## src/rtl/gpio_pkg.sv

```systemverilog
package gpio_pkg;
    localparam int ADDR_W = 2;

    typedef enum logic [ADDR_W-1:0] {
        ADDR_DATA = 2'd0,
        ADDR_DIR  = 2'd1,
        ADDR_OPT  = 2'd2,
        ADDR_NONE = 2'd3
    } addr_e;

    typedef enum logic [1:0] {
        SENSE_LOW  = 2'b00,
        SENSE_RISE = 2'b01,
        SENSE_FALL = 2'b10,
        SENSE_BOTH = 2'b11
    } sense_e;
endpackage

```

## src/rtl/gpio_sync.sv

```systemverilog
module gpio_sync #(
    parameter int W      = 8,
    parameter int STAGES = 2
) (
    input  logic         clk,
    input  logic         rst_n,
    input  logic [W-1:0] d,
    output logic [W-1:0] q
);
    logic [W-1:0] stage_d [STAGES];
    logic [W-1:0] stage_q [STAGES];

    always_comb begin
        stage_d[0] = d;
        for (int i = 1; i < STAGES; i++) begin
            stage_d[i] = stage_q[i-1];
        end
    end

    always_ff @(posedge clk or negedge rst_n) begin
        if (!rst_n) begin
            for (int i = 0; i < STAGES; i++) stage_q[i] <= '0;
        end else begin
            for (int i = 0; i < STAGES; i++) stage_q[i] <= stage_d[i];
        end
    end

    assign q = stage_q[STAGES-1];
endmodule

```

## src/rtl/gpio_drive.sv

```systemverilog
module gpio_drive #(
    parameter int NPINS = 8
) (
    input  logic [NPINS-1:0] lat,
    input  logic [NPINS-1:0] dir,
    input  logic [NPINS-1:0] opt,
    input  logic [NPINS-1:0] alt_en,
    input  logic [NPINS-1:0] alt_val,
    input  logic [NPINS-1:0] alt_od,
    output logic [NPINS-1:0] pad_out,
    output logic [NPINS-1:0] pad_oe
);
    for (genvar i = 0; i < NPINS; i++) begin : g_pin
        logic val, od, drv;
        always_comb begin
            if (alt_en[i]) begin
                val = alt_val[i];
                od  = alt_od[i];
                drv = 1'b1;
            end else begin
                val = lat[i];
                od  = opt[i];
                drv = dir[i];
            end
        end
        assign pad_out[i] = val;
        assign pad_oe[i]  = drv & (~od | ~val);
    end
endmodule

```

## src/rtl/gpio_irq.sv

```systemverilog
module gpio_irq
    import gpio_pkg::*;
#(
    parameter int NPINS = 8
) (
    input  logic             clk,
    input  logic             rst_n,
    input  logic [NPINS-1:0] pin_s,
    input  logic [NPINS-1:0] dir,
    input  logic [NPINS-1:0] opt,
    input  logic [1:0]       sense,
    output logic             irq
);
    typedef struct packed {
        logic line;
        logic irq;
    } st_t;

    st_t st_d, st_q;
    logic [NPINS-1:0] mask;
    logic             line;

    assign mask = opt & ~dir;
    assign line = &(pin_s | ~mask);

    always_comb begin
        st_d      = st_q;
        st_d.line = line;
        case (sense_e'(sense))
            SENSE_LOW:  st_d.irq = ~line;
            SENSE_RISE: st_d.irq = line & ~st_q.line;
            SENSE_FALL: st_d.irq = ~line & st_q.line;
            default:    st_d.irq = line ^ st_q.line;
        endcase
    end

    always_ff @(posedge clk or negedge rst_n) begin
        if (!rst_n) begin
            st_q.line <= 1'b1;
            st_q.irq  <= 1'b0;
        end else begin
            st_q <= st_d;
        end
    end

    assign irq = st_q.irq;
endmodule

```

## src/rtl/gpio_port.sv

```systemverilog
module gpio_port
    import gpio_pkg::*;
#(
    parameter int NPINS       = 8,
    parameter int SYNC_STAGES = 2
) (
    input  logic              clk,
    input  logic              rst_n,
    input  logic [ADDR_W-1:0] reg_addr,
    input  logic              reg_we,
    input  logic [NPINS-1:0]  reg_wdata,
    output logic [NPINS-1:0]  reg_rdata,
    input  logic [1:0]        irq_sense,
    input  logic [NPINS-1:0]  pad_in,
    output logic [NPINS-1:0]  pad_out,
    output logic [NPINS-1:0]  pad_oe,
    input  logic [NPINS-1:0]  alt_out_en,
    input  logic [NPINS-1:0]  alt_out_val,
    input  logic [NPINS-1:0]  alt_out_od,
    output logic [NPINS-1:0]  alt_in,
    output logic              irq_req
);
    typedef struct packed {
        logic [NPINS-1:0] lat;
        logic [NPINS-1:0] dir;
        logic [NPINS-1:0] opt;
    } regs_t;

    regs_t regs_d, regs_q;
    logic [NPINS-1:0] pin_s;

    always_comb begin
        regs_d = regs_q;
        if (reg_we) begin
            case (addr_e'(reg_addr))
                ADDR_DATA: regs_d.lat = reg_wdata;
                ADDR_DIR:  regs_d.dir = reg_wdata;
                ADDR_OPT:  regs_d.opt = reg_wdata;
                default:   ;
            endcase
        end
    end

    always_ff @(posedge clk or negedge rst_n) begin
        if (!rst_n) regs_q <= '0;
        else        regs_q <= regs_d;
    end

    always_comb begin
        case (addr_e'(reg_addr))
            ADDR_DATA: reg_rdata = (regs_q.lat & regs_q.dir) | (pin_s & ~regs_q.dir);
            ADDR_DIR:  reg_rdata = regs_q.dir;
            ADDR_OPT:  reg_rdata = regs_q.opt;
            default:   reg_rdata = '0;
        endcase
    end

    gpio_sync #(.W(NPINS), .STAGES(SYNC_STAGES)) u_sync (
        .clk   (clk),
        .rst_n (rst_n),
        .d     (pad_in),
        .q     (pin_s)
    );

    gpio_drive #(.NPINS(NPINS)) u_drive (
        .lat     (regs_q.lat),
        .dir     (regs_q.dir),
        .opt     (regs_q.opt),
        .alt_en  (alt_out_en),
        .alt_val (alt_out_val),
        .alt_od  (alt_out_od),
        .pad_out (pad_out),
        .pad_oe  (pad_oe)
    );

    gpio_irq #(.NPINS(NPINS)) u_irq (
        .clk   (clk),
        .rst_n (rst_n),
        .pin_s (pin_s),
        .dir   (regs_q.dir),
        .opt   (regs_q.opt),
        .sense (irq_sense),
        .irq   (irq_req)
    );

    assign alt_in = pin_s;
endmodule

```

## config.mk

```make
export PLATFORM = sky130hd
export DESIGN_NAME = gpio_port
export DESIGN_NICKNAME = d
export VERILOG_FILES = /design/src/rtl/gpio_pkg.sv /design/src/rtl/gpio_sync.sv /design/src/rtl/gpio_drive.sv /design/src/rtl/gpio_irq.sv /design/src/rtl/gpio_port.sv
export SDC_FILE = /design/constraint.sdc
export NUM_CORES = 1
export LEC_CHECK = 0
export ABC_AREA = 1
export BUFFER_PORTS_ARGS = -buffer_cell sky130_fd_sc_hd__buf_4
export CAP_MARGIN = 5
export CORE_MARGIN = 5
export CORE_UTILIZATION = 49
export CTS_CLUSTER_DIAMETER = 150
export DETAILED_ROUTE_END_ITERATION = 7
export PLACE_DENSITY_LB_ADDON = 0.15
export SLEW_MARGIN = 15
export SYNTH_ARGS = -nofsm -noshare
export SYNTH_HDL_FRONTEND = slang
export SYNTH_SLANG_ARGS = --single-unit
```

## constraint.sdc

```tcl
create_clock -name clk -period 1.46 [get_ports clk]
set_input_delay 0.219 -clock clk [delete_from_list [all_inputs] [get_ports clk]]
set_output_delay 0.219 -clock clk [all_outputs]
set_load 0.005 [all_outputs]
```

==> results by group, run 1 <==
Floorplan
  • Die H: 75.79 um
  • I/O pin cnt: 80
  • DIE WIDTH: between 70 and 80 um
  • Effective utilization at floorplan: 49.74%
  • Core ar.: 0.004264 mm^2
  • # rows: 24
  • Die area: 0.005744 mm^2

Hold path
  • Hold path endpoint: u_sync.stage_d[7]
  • Hold/Removal Path Class: in -> reg
  • Hold path startpoint: pad_in[7]
  • Worst hold stages: 1

Power and ir drop
  • Clk pwr share: a little under a quarter
  • Int Power: 2.247 mW
  • Combinational Power Share: a little under a third
  • Pwr dens: 1049 mW/mm^2
  • Switch Pwr: 0.9792 mW
  • Sw frac: 30.35%
  • Leakage: 1.579 nW
  • Sequential power share: 44.4%
  • Max VDD drop: 0.7746 mV

Critical path
  • Critical path class: reg -> reg
  • WP buf/inv: 2
  • Critical Path Stages: 11
  • Worst R2R Setup Slack: -10 ps
  • Cell chain of the critical path: nor2_2 -> nand2_1 -> nand2_1 -> nor2_1 -> nand2_1 -> inv_2 -> ha_1 -> nand3_1 -> nand2_1 -> inv_1 -> nand3_1
  • Most used cell, CP: nand2_1
  • CP required: roughly 1600 ps
  • CP Launch Point: u_sync.q[1]
  • Worst setup SP type: flip-flop
  • Reg-to-reg endpoint: u_irq.irq
  • Worst Reg-to-Reg Cells: 11
  • Crit path max fanout: 3
  • Data arrival time of the critical path: 1650 ps
  • Crit path max-delay cell type: dfrtp_1
  • Worst R2R Start: u_sync.q[1]
  • Max stage delay on crit path: 400 ps
  • Family with the most delay on the worst path: simple AND/OR/NAND/NOR gates
  • Crit end category: flip-flop

Routing
  • Vias: 1918
  • Number of routed nets with antenna violations: 0
  • DRT Pass-1 Iters: 4
  • Drt total wl: 5437 um
  • Top Metal Used: met4
  • Initial drt markers: between 100 and 150
  • WL met1: 2213 um
  • WL met2: 2797 um
  • Routed vias/inst: 4.918
  • Wirelength per Cell: 13.94 um
  • Routed wl met3: 358 um
  • Drt drc: 0

Synth
  • Yosys top cell by area: dfrtp_1
  • Synthesis Warnings: 0
  • Syn nets: between 200 and 300
  • Area fraction of the dominant cell type after synthesis: 48.38%
  • Number of synthesized register bits: 42
  • Cells after Synth: 241
  • Synth area leaders: dfrtp_1 48%, nand2_1 11%, o21ai_2 6.6%
  • Post-Syn Area per Cell: between 8 and 9 um^2
  • Area of the mapped netlist: approximately 0.0021 mm^2
  • Post-synth cell types: 24
  • Post-synthesis sequential area ratio: 49.62%

Run status
  • Failing checks: setup timing
  • Status: complete, but fails checks

Place
  • Port Buffers: 79
  • Placer Congestion: approximately 0.76
  • DPL Wire Length: 3844 um
  • Placed cell count: between 300 and 400

Timing
  • Crit share post-route: 100.8%
  • Final Critical Period: 1472 ps
  • RSZ-0062 raised after global routing: true
  • Clock Skew: 7.589 ps
  • Worst-Margin Slew: around 530 ps
  • Final setup vio count: 2
  • Final hold viol count: 0
  • Hold_ws: between 20 and 25 ps
  • Final worst slack: -12.09 ps
  • Fin. max-slew vios: 0
  • Normalized max-slew margin: 64.70%
  • Peak Freq: 0.6793 GHz

Clocking
  • H-tree Lvls: 2
  • Clock Latency Late Sink: 290 ps
  • Clock root buffer: clkbuf_8
  • Clock transition at path regs: 80 ps
  • Clock tree buffer depth: 2
  • Clk sinks: 42
  • Number of buffers created by CTS: 5
  • CTS tree: done

Global routing
  • Total GRT Usage: between 10% and 20%
  • Grt total ovfl: 0
  • First-pass GRT wire length: 8300 um
  • Antenna violations before repair: 0
  • Number of global-route vias before repair: 1844
  • Largest net degree at the start of global routing: 43

Final layout
  • Diode count: 0
  • Fin nets: 386
  • Reg area: 0.001052 mm^2
  • Filler cell count: 355
  • Area of the multi-input gates: 959.7 um^2
  • Layout cells sized above 1: 50.30%
  • Area growth syn-to-layout: 45.01%
  • Non-Filler Instances: 390

Job
  • Max-cap violation count: 0
## power groups by stage
stage | clock, mW | combinational, mW | sequential (mW)
after floorplan | 0 | 0.437 | 1.42
after global placement | 0 | 0.832 | 1.43
after detailed placement | 0 | 0.853 | 1.44
after CTS | 0.784 | 0.923 | 1.42
after global routing | 0.840 | 1.13 | 1.45
final | 0.767 | 1.03 | 1.43
## registers in the layout, summed over array words and instances (netlist names)
register	count
regs_q	24
u_sync.stage_d	8
u_irq.st_q	1
u_sync.q	8
u_irq.irq	1
## metal layers
metal,vias to the layer above,GRT usage [%]
li1,964,-
met4,0,6.602
met2,49,33.75
met3,6,4.485
met1,899,23.99
met5,-,0
## metrics by stage
step | setup slack (ps) | cell area [um^2] | utilization [%] | power [mW] | setup TNS, ps
floorplan | 149.5 | 2121 | - | 1.860 | 0
detailed placement | 0.9330 | 2760 | 64.73 | 2.290 | 0
CTS | -26.14 | 2934 | 68.81 | 3.129 | -101.9
finish | -12.09 | 3075 | 72.12 | 3.226 | -16.46
global placement | 64.53 | 2760 | 64.73 | 2.264 | 0
global route | -119.5 | 3075 | 72.12 | 3.428 | -607.4
## worst reg2reg max path, stage by stage (launching register included)
cell and delay [ps]:
dfrtp_1 400, nor2_2 140, nand2_1 60, nand2_1 80, nor2_1 40, nand2_1 120, inv_2 60, ha_1 200
nand3_1 80, nand2_1 50, inv_1 60, nand3_1 80
## logic make-up after synthesis
| group | synth area share [%] |
|---|---|
| buffers and inverters | 10.27 |
| AND/OR/NAND/NOR | 18.41 |
| multiplexers | 2.655 |
| flip-flops | 49.62 |
| adder cells (fa/ha/maj) | 1.180 |
| AO/OA/AOI/OAI | 17.88 |
## how the worst max path moves through the flow
stage	to	slack, ps
finish	u_irq.irq	-10
global route	u_irq.irq	-120
CTS	reg_rdata[1]	-30
detailed placement	u_irq.irq	0.9
global placement	u_irq.irq	60
floorplan	u_irq.irq	150
## Yosys cell counts
cell / instances
buf_6: 3
nor2_2: 1
ha_1: 2
o211ai_1: 1
inv_2: 3
a21oi_1: 7
o21ai_0: 16
buf_4: 8
dfrtp_1: 41
nand2_2: 3
nand2_4: 3
nand3_1: 2
inv_1: 30
nand2_1: 60
o221ai_1: 7
nor2_4: 1
a22oi_1: 2
mux2_2: 5
o21ai_2: 16
nor3_1: 2
nand3b_1: 1
dfstp_2: 1
o21ai_1: 8
nor2_1: 18
## cells in the final DEF (no fill, tap or decap), drive strengths merged, types with 2 or more instances in the layout
master,synthesis,routed
dfrtp,41,41
buf,11,99
inv,33,33
nor3,2,2
clkbuf,0,7
nand3,2,2
mux2,5,5
ha,2,2
nand2,66,66
o221ai,7,7
o21ai,40,40
a21oi,7,7
nor2,20,20
a22oi,2,2
## repair_timing
item / 4_1_cts / 5_1_grt
hold endpoints to repair: 41 / 0
gates resized for setup: 20 / 37
pin swaps: 5 / 15
endpoints found under the setup margin: 12 / 14
buffers inserted: 4 / 6
hold buffers: 1 / 0
## layout make-up
class | count | share of cell area (%)
clock buffer | 7 | 2.807
multi-input combinational | 155 | 31.20
sequential | 42 | 34.21
timing repair buffer | 100 | 25.22
tap | 52 | 2.116
inverter | 33 | 4.272
clock inverter | 1 | 0.1627
Note: power is estimated with default switching activity, not from simulation.
==> run 2: changes to the inputs <==
==> constraint.sdc (replaced) <==
create_clock -name clk -period 1.46 [get_ports clk]
set_input_delay 0.219 -clock clk [delete_from_list [all_inputs] [get_ports clk]]
set_output_delay 0.219 -clock clk [all_outputs]
set_load 0.05 [all_outputs]
==> run 2 against run 1 <==
- the run still ends with setup timing left
- largest cell class is now multi-input combinational cells
- sequential power about the same
- global-route usage rose by 0.45 points
- fmax is 5.5% lower
- die area did not move
- clock skew is 2.2 ps lower
- via count rose by 6.9%
- critical path depth down 8
- sequential share of layout area fell by 2.4 points
- cell area increased by 8.5%
==> results by group, run 2 (same netlist as run 1, synthesis figures left out) <==
Clocking
  • Clock transition at path regs: 80 ps (about the same)
  • Number of buffers created by CTS: 5 (unchanged)
  • CTS tree: done
  • Clock Latency Late Sink: 290 ps (about the same)
  • Clock tree buffer depth: 2 (unchanged)
  • Clock root buffer: clkbuf_8
  • H-tree Lvls: 2 (unchanged)
  • Clk sinks: 42 (unchanged)

Timing
  • RSZ-0062 raised after global routing: true
  • Fin. max-slew vios: 0 (unchanged)
  • Final hold viol count: 0 (unchanged)
  • Peak Freq: 0.6420 GHz (-5.5%)
  • Final setup vio count: 15 (+13)
  • Normalized max-slew margin: 65.38% (+0.69 points)
  • Final worst slack: -97.75 ps (-85.66 ps)
  • Clock Skew: 5.347 ps (-2.242 ps)
  • Crit share post-route: 106.7% (+5.9 points)
  • Worst-Margin Slew: 519.3 ps (-10.28 ps)
  • Final Critical Period: 1558 ps (+85.66 ps)

Floorplan
  • DIE WIDTH: 75.79 um (unchanged)
  • # rows: 24 (unchanged)
  • Effective utilization at floorplan: 49.74% (unchanged)
  • Die area: 0.005744 mm^2 (unchanged)
  • Die H: 75.79 um (unchanged)
  • I/O pin cnt: 80 (unchanged)
  • Core ar.: 0.004264 mm^2 (unchanged)

Place
  • Port Buffers: 79 (unchanged)
  • Dpl cell area: 0.002872 mm^2 (+4.0%)
  • DPL Wire Length: 3835 um (-0.24%)
  • Placer Congestion: 0.8669 (+14%)

Critical path
  • Data arrival time of the critical path: 1340 ps (-310 ps)
  • Reg-to-reg endpoint: u_irq.st_q[1]
  • Worst R2R Setup Slack: -60 ps (-50 ps)
  • Crit end category: primary output
  • Crit path max fanout: 2 (-1)
  • Worst Reg-to-Reg Cells: 11 (unchanged)
  • Critical path class: reg -> out
  • CP required: 1240 ps (-400 ps)
  • Worst R2R Start: regs_q[8]
  • Worst setup SP type: flip-flop

Routing
  • DRT Pass-1 Iters: 4 (unchanged)
  • Number of routed nets with antenna violations: 0 (unchanged)
  • Routed vias/inst: 5.128 (+4.3%)
  • Drt drc: 0 (unchanged)
  • Drt total wl: 5676 um (+4.4%)
  • Vias: 2051 (+6.9%)
  • Wirelength per Cell: 14.19 um (+1.8%)
  • Initial drt markers: 82 (-31%)

Final layout
  • Commonest non-fill, non-tap cell in the layout: buf_4
  • Area of the multi-input gates: 0.001067 mm^2 (+11%)
  • Area growth syn-to-layout: 57.40%
  • Commonest non-fill, non-tap cells in the layout: 86 x buf_4, 56 x nand2_1, 33 x dfrtp_1
  • Max reg flops: 24 (unchanged)
  • Fin nets: 396 (+2.6%)
  • Biggest register: regs_q
  • Finished Cell Area: 0.003338 mm^2 (+8.5%)
  • Layout cells sized above 1: 60.06% (+9.8 points)
  • Filler cell count: 294 (-17%)
  • Reg area: 0.001062 mm^2 (+0.95%)
  • Diode count: 0 (unchanged)

Run status
  • Failing checks: setup timing
  • Status: complete, but fails checks

Global routing
  • First-pass GRT wire length: 8569 um (+3.2%)
  • Number of global-route vias before repair: 1971 (+6.9%)
  • Largest net degree at the start of global routing: 43 (unchanged)
  • Total GRT Usage: 20.01% (+0.45 points)
  • Antenna violations before repair: 0 (unchanged)
  • Grt total ovfl: 0 (unchanged)

Hold path
  • Hold path startpoint: pad_in[3]
  • Hold/Removal Path Class: in -> reg
  • Worst hold stages: 1 (unchanged)
  • Hold path endpoint: u_sync.stage_d[3]

Power and ir drop
  • Pwr dens: 1151 mW/mm^2 (+9.7%)
  • Leakage: 1.645 nW (+4.2%)
  • Total power: 3.842 mW (+19%)
  • Max VDD drop: 0.8298 mV (+7.1%)

Job
  • Max-cap violation count: 0 (unchanged)
-- run 2: changes by cell type in the layout (fill, tap and decap cells not counted), sizes merged --
cell / change
clkinv: -1
buf: +10
clkbuf: +1
-- run 2: worst max-delay path, cell delays in order, from the launching register on --
cell and delay, ps:
dfrtp_1 400, mux2_2 290, a21oi_2 180, buf_6 180
-- run 2: final cells by class --
class | count | area share [%]
multi-input cells | 155 | 31.97
flip-flops and latches | 42 | 31.82
repair buffers | 110 | 27.40
inverters | 33 | 4.460
clock buffers | 8 | 2.399
well taps | 52 | 1.949
-- run 2: where the power goes --
part | internal, mW | switching, mW | total [mW]
logic | 0.713 | 0.977 | 1.69
clock network | 0.340 | 0.376 | 0.716
registers | 1.32 | 0.117 | 1.44
total | 2.37 | 1.47 | 3.84
-- run 2: through the flow --
| step | cells | hold slack (ps) | TNS [ps] | utilization [%] | setup slack, ps |
|---|---|---|---|---|---|
| after floorplan | 241 | -76.59 | -34.05 | - | -34.05 |
| after global placement | 371 | 228.2 | 0 | 67.34 | 65.79 |
| after detailed placement | 371 | 232.0 | 0 | 67.34 | 7.320 |
| after CTS | 396 | 22.61 | -483.9 | 75.53 | -59.79 |
| after global routing | 400 | 8.596 | -1530 | 78.29 | -152.8 |
| final | 400 | 25.14 | -467.2 | 78.29 | -97.75 |
-- run 2: per-layer routing --
| metal | track usage [%] | up-vias | routed length (um) | part of all wire (%) |
|---|---|---|---|---|
| met5 | 0 | - | 0 | 0 |
| met4 | 7.767 | 0 | 95 | 1.7 |
| met3 | 5.673 | 16 | 426 | 7.5 |
| met2 | 35.93 | 70 | 3096 | 55 |
| met1 | 22.18 | 969 | 2057 | 36 |
| li1 | - | 996 | - | - |
-- run 2: worst max path at each step --
stage | startpoint | to | cells past startpoint | slack (ps)
finish | regs_q[4] | pad_oe[4] | 3 | -100
global route | regs_q[8] | u_irq.irq | 12 | -150
CTS | regs_q[1] | pad_oe[1] | 3 | -60
detailed placement | u_sync.q[5] | u_irq.irq | 11 | 7
global placement | u_sync.q[5] | u_irq.irq | 11 | 70
floorplan | reg_addr[1] | reg_rdata[5] | 4 | -30
-- run 2: repair_timing --
item	4_1_cts	5_1_grt
pin swaps	15	14
gates resized for setup	55	32
hold endpoints to repair	41	0
hold buffers	1	0
endpoints found under the setup margin	16	21
setup buffers	16	4
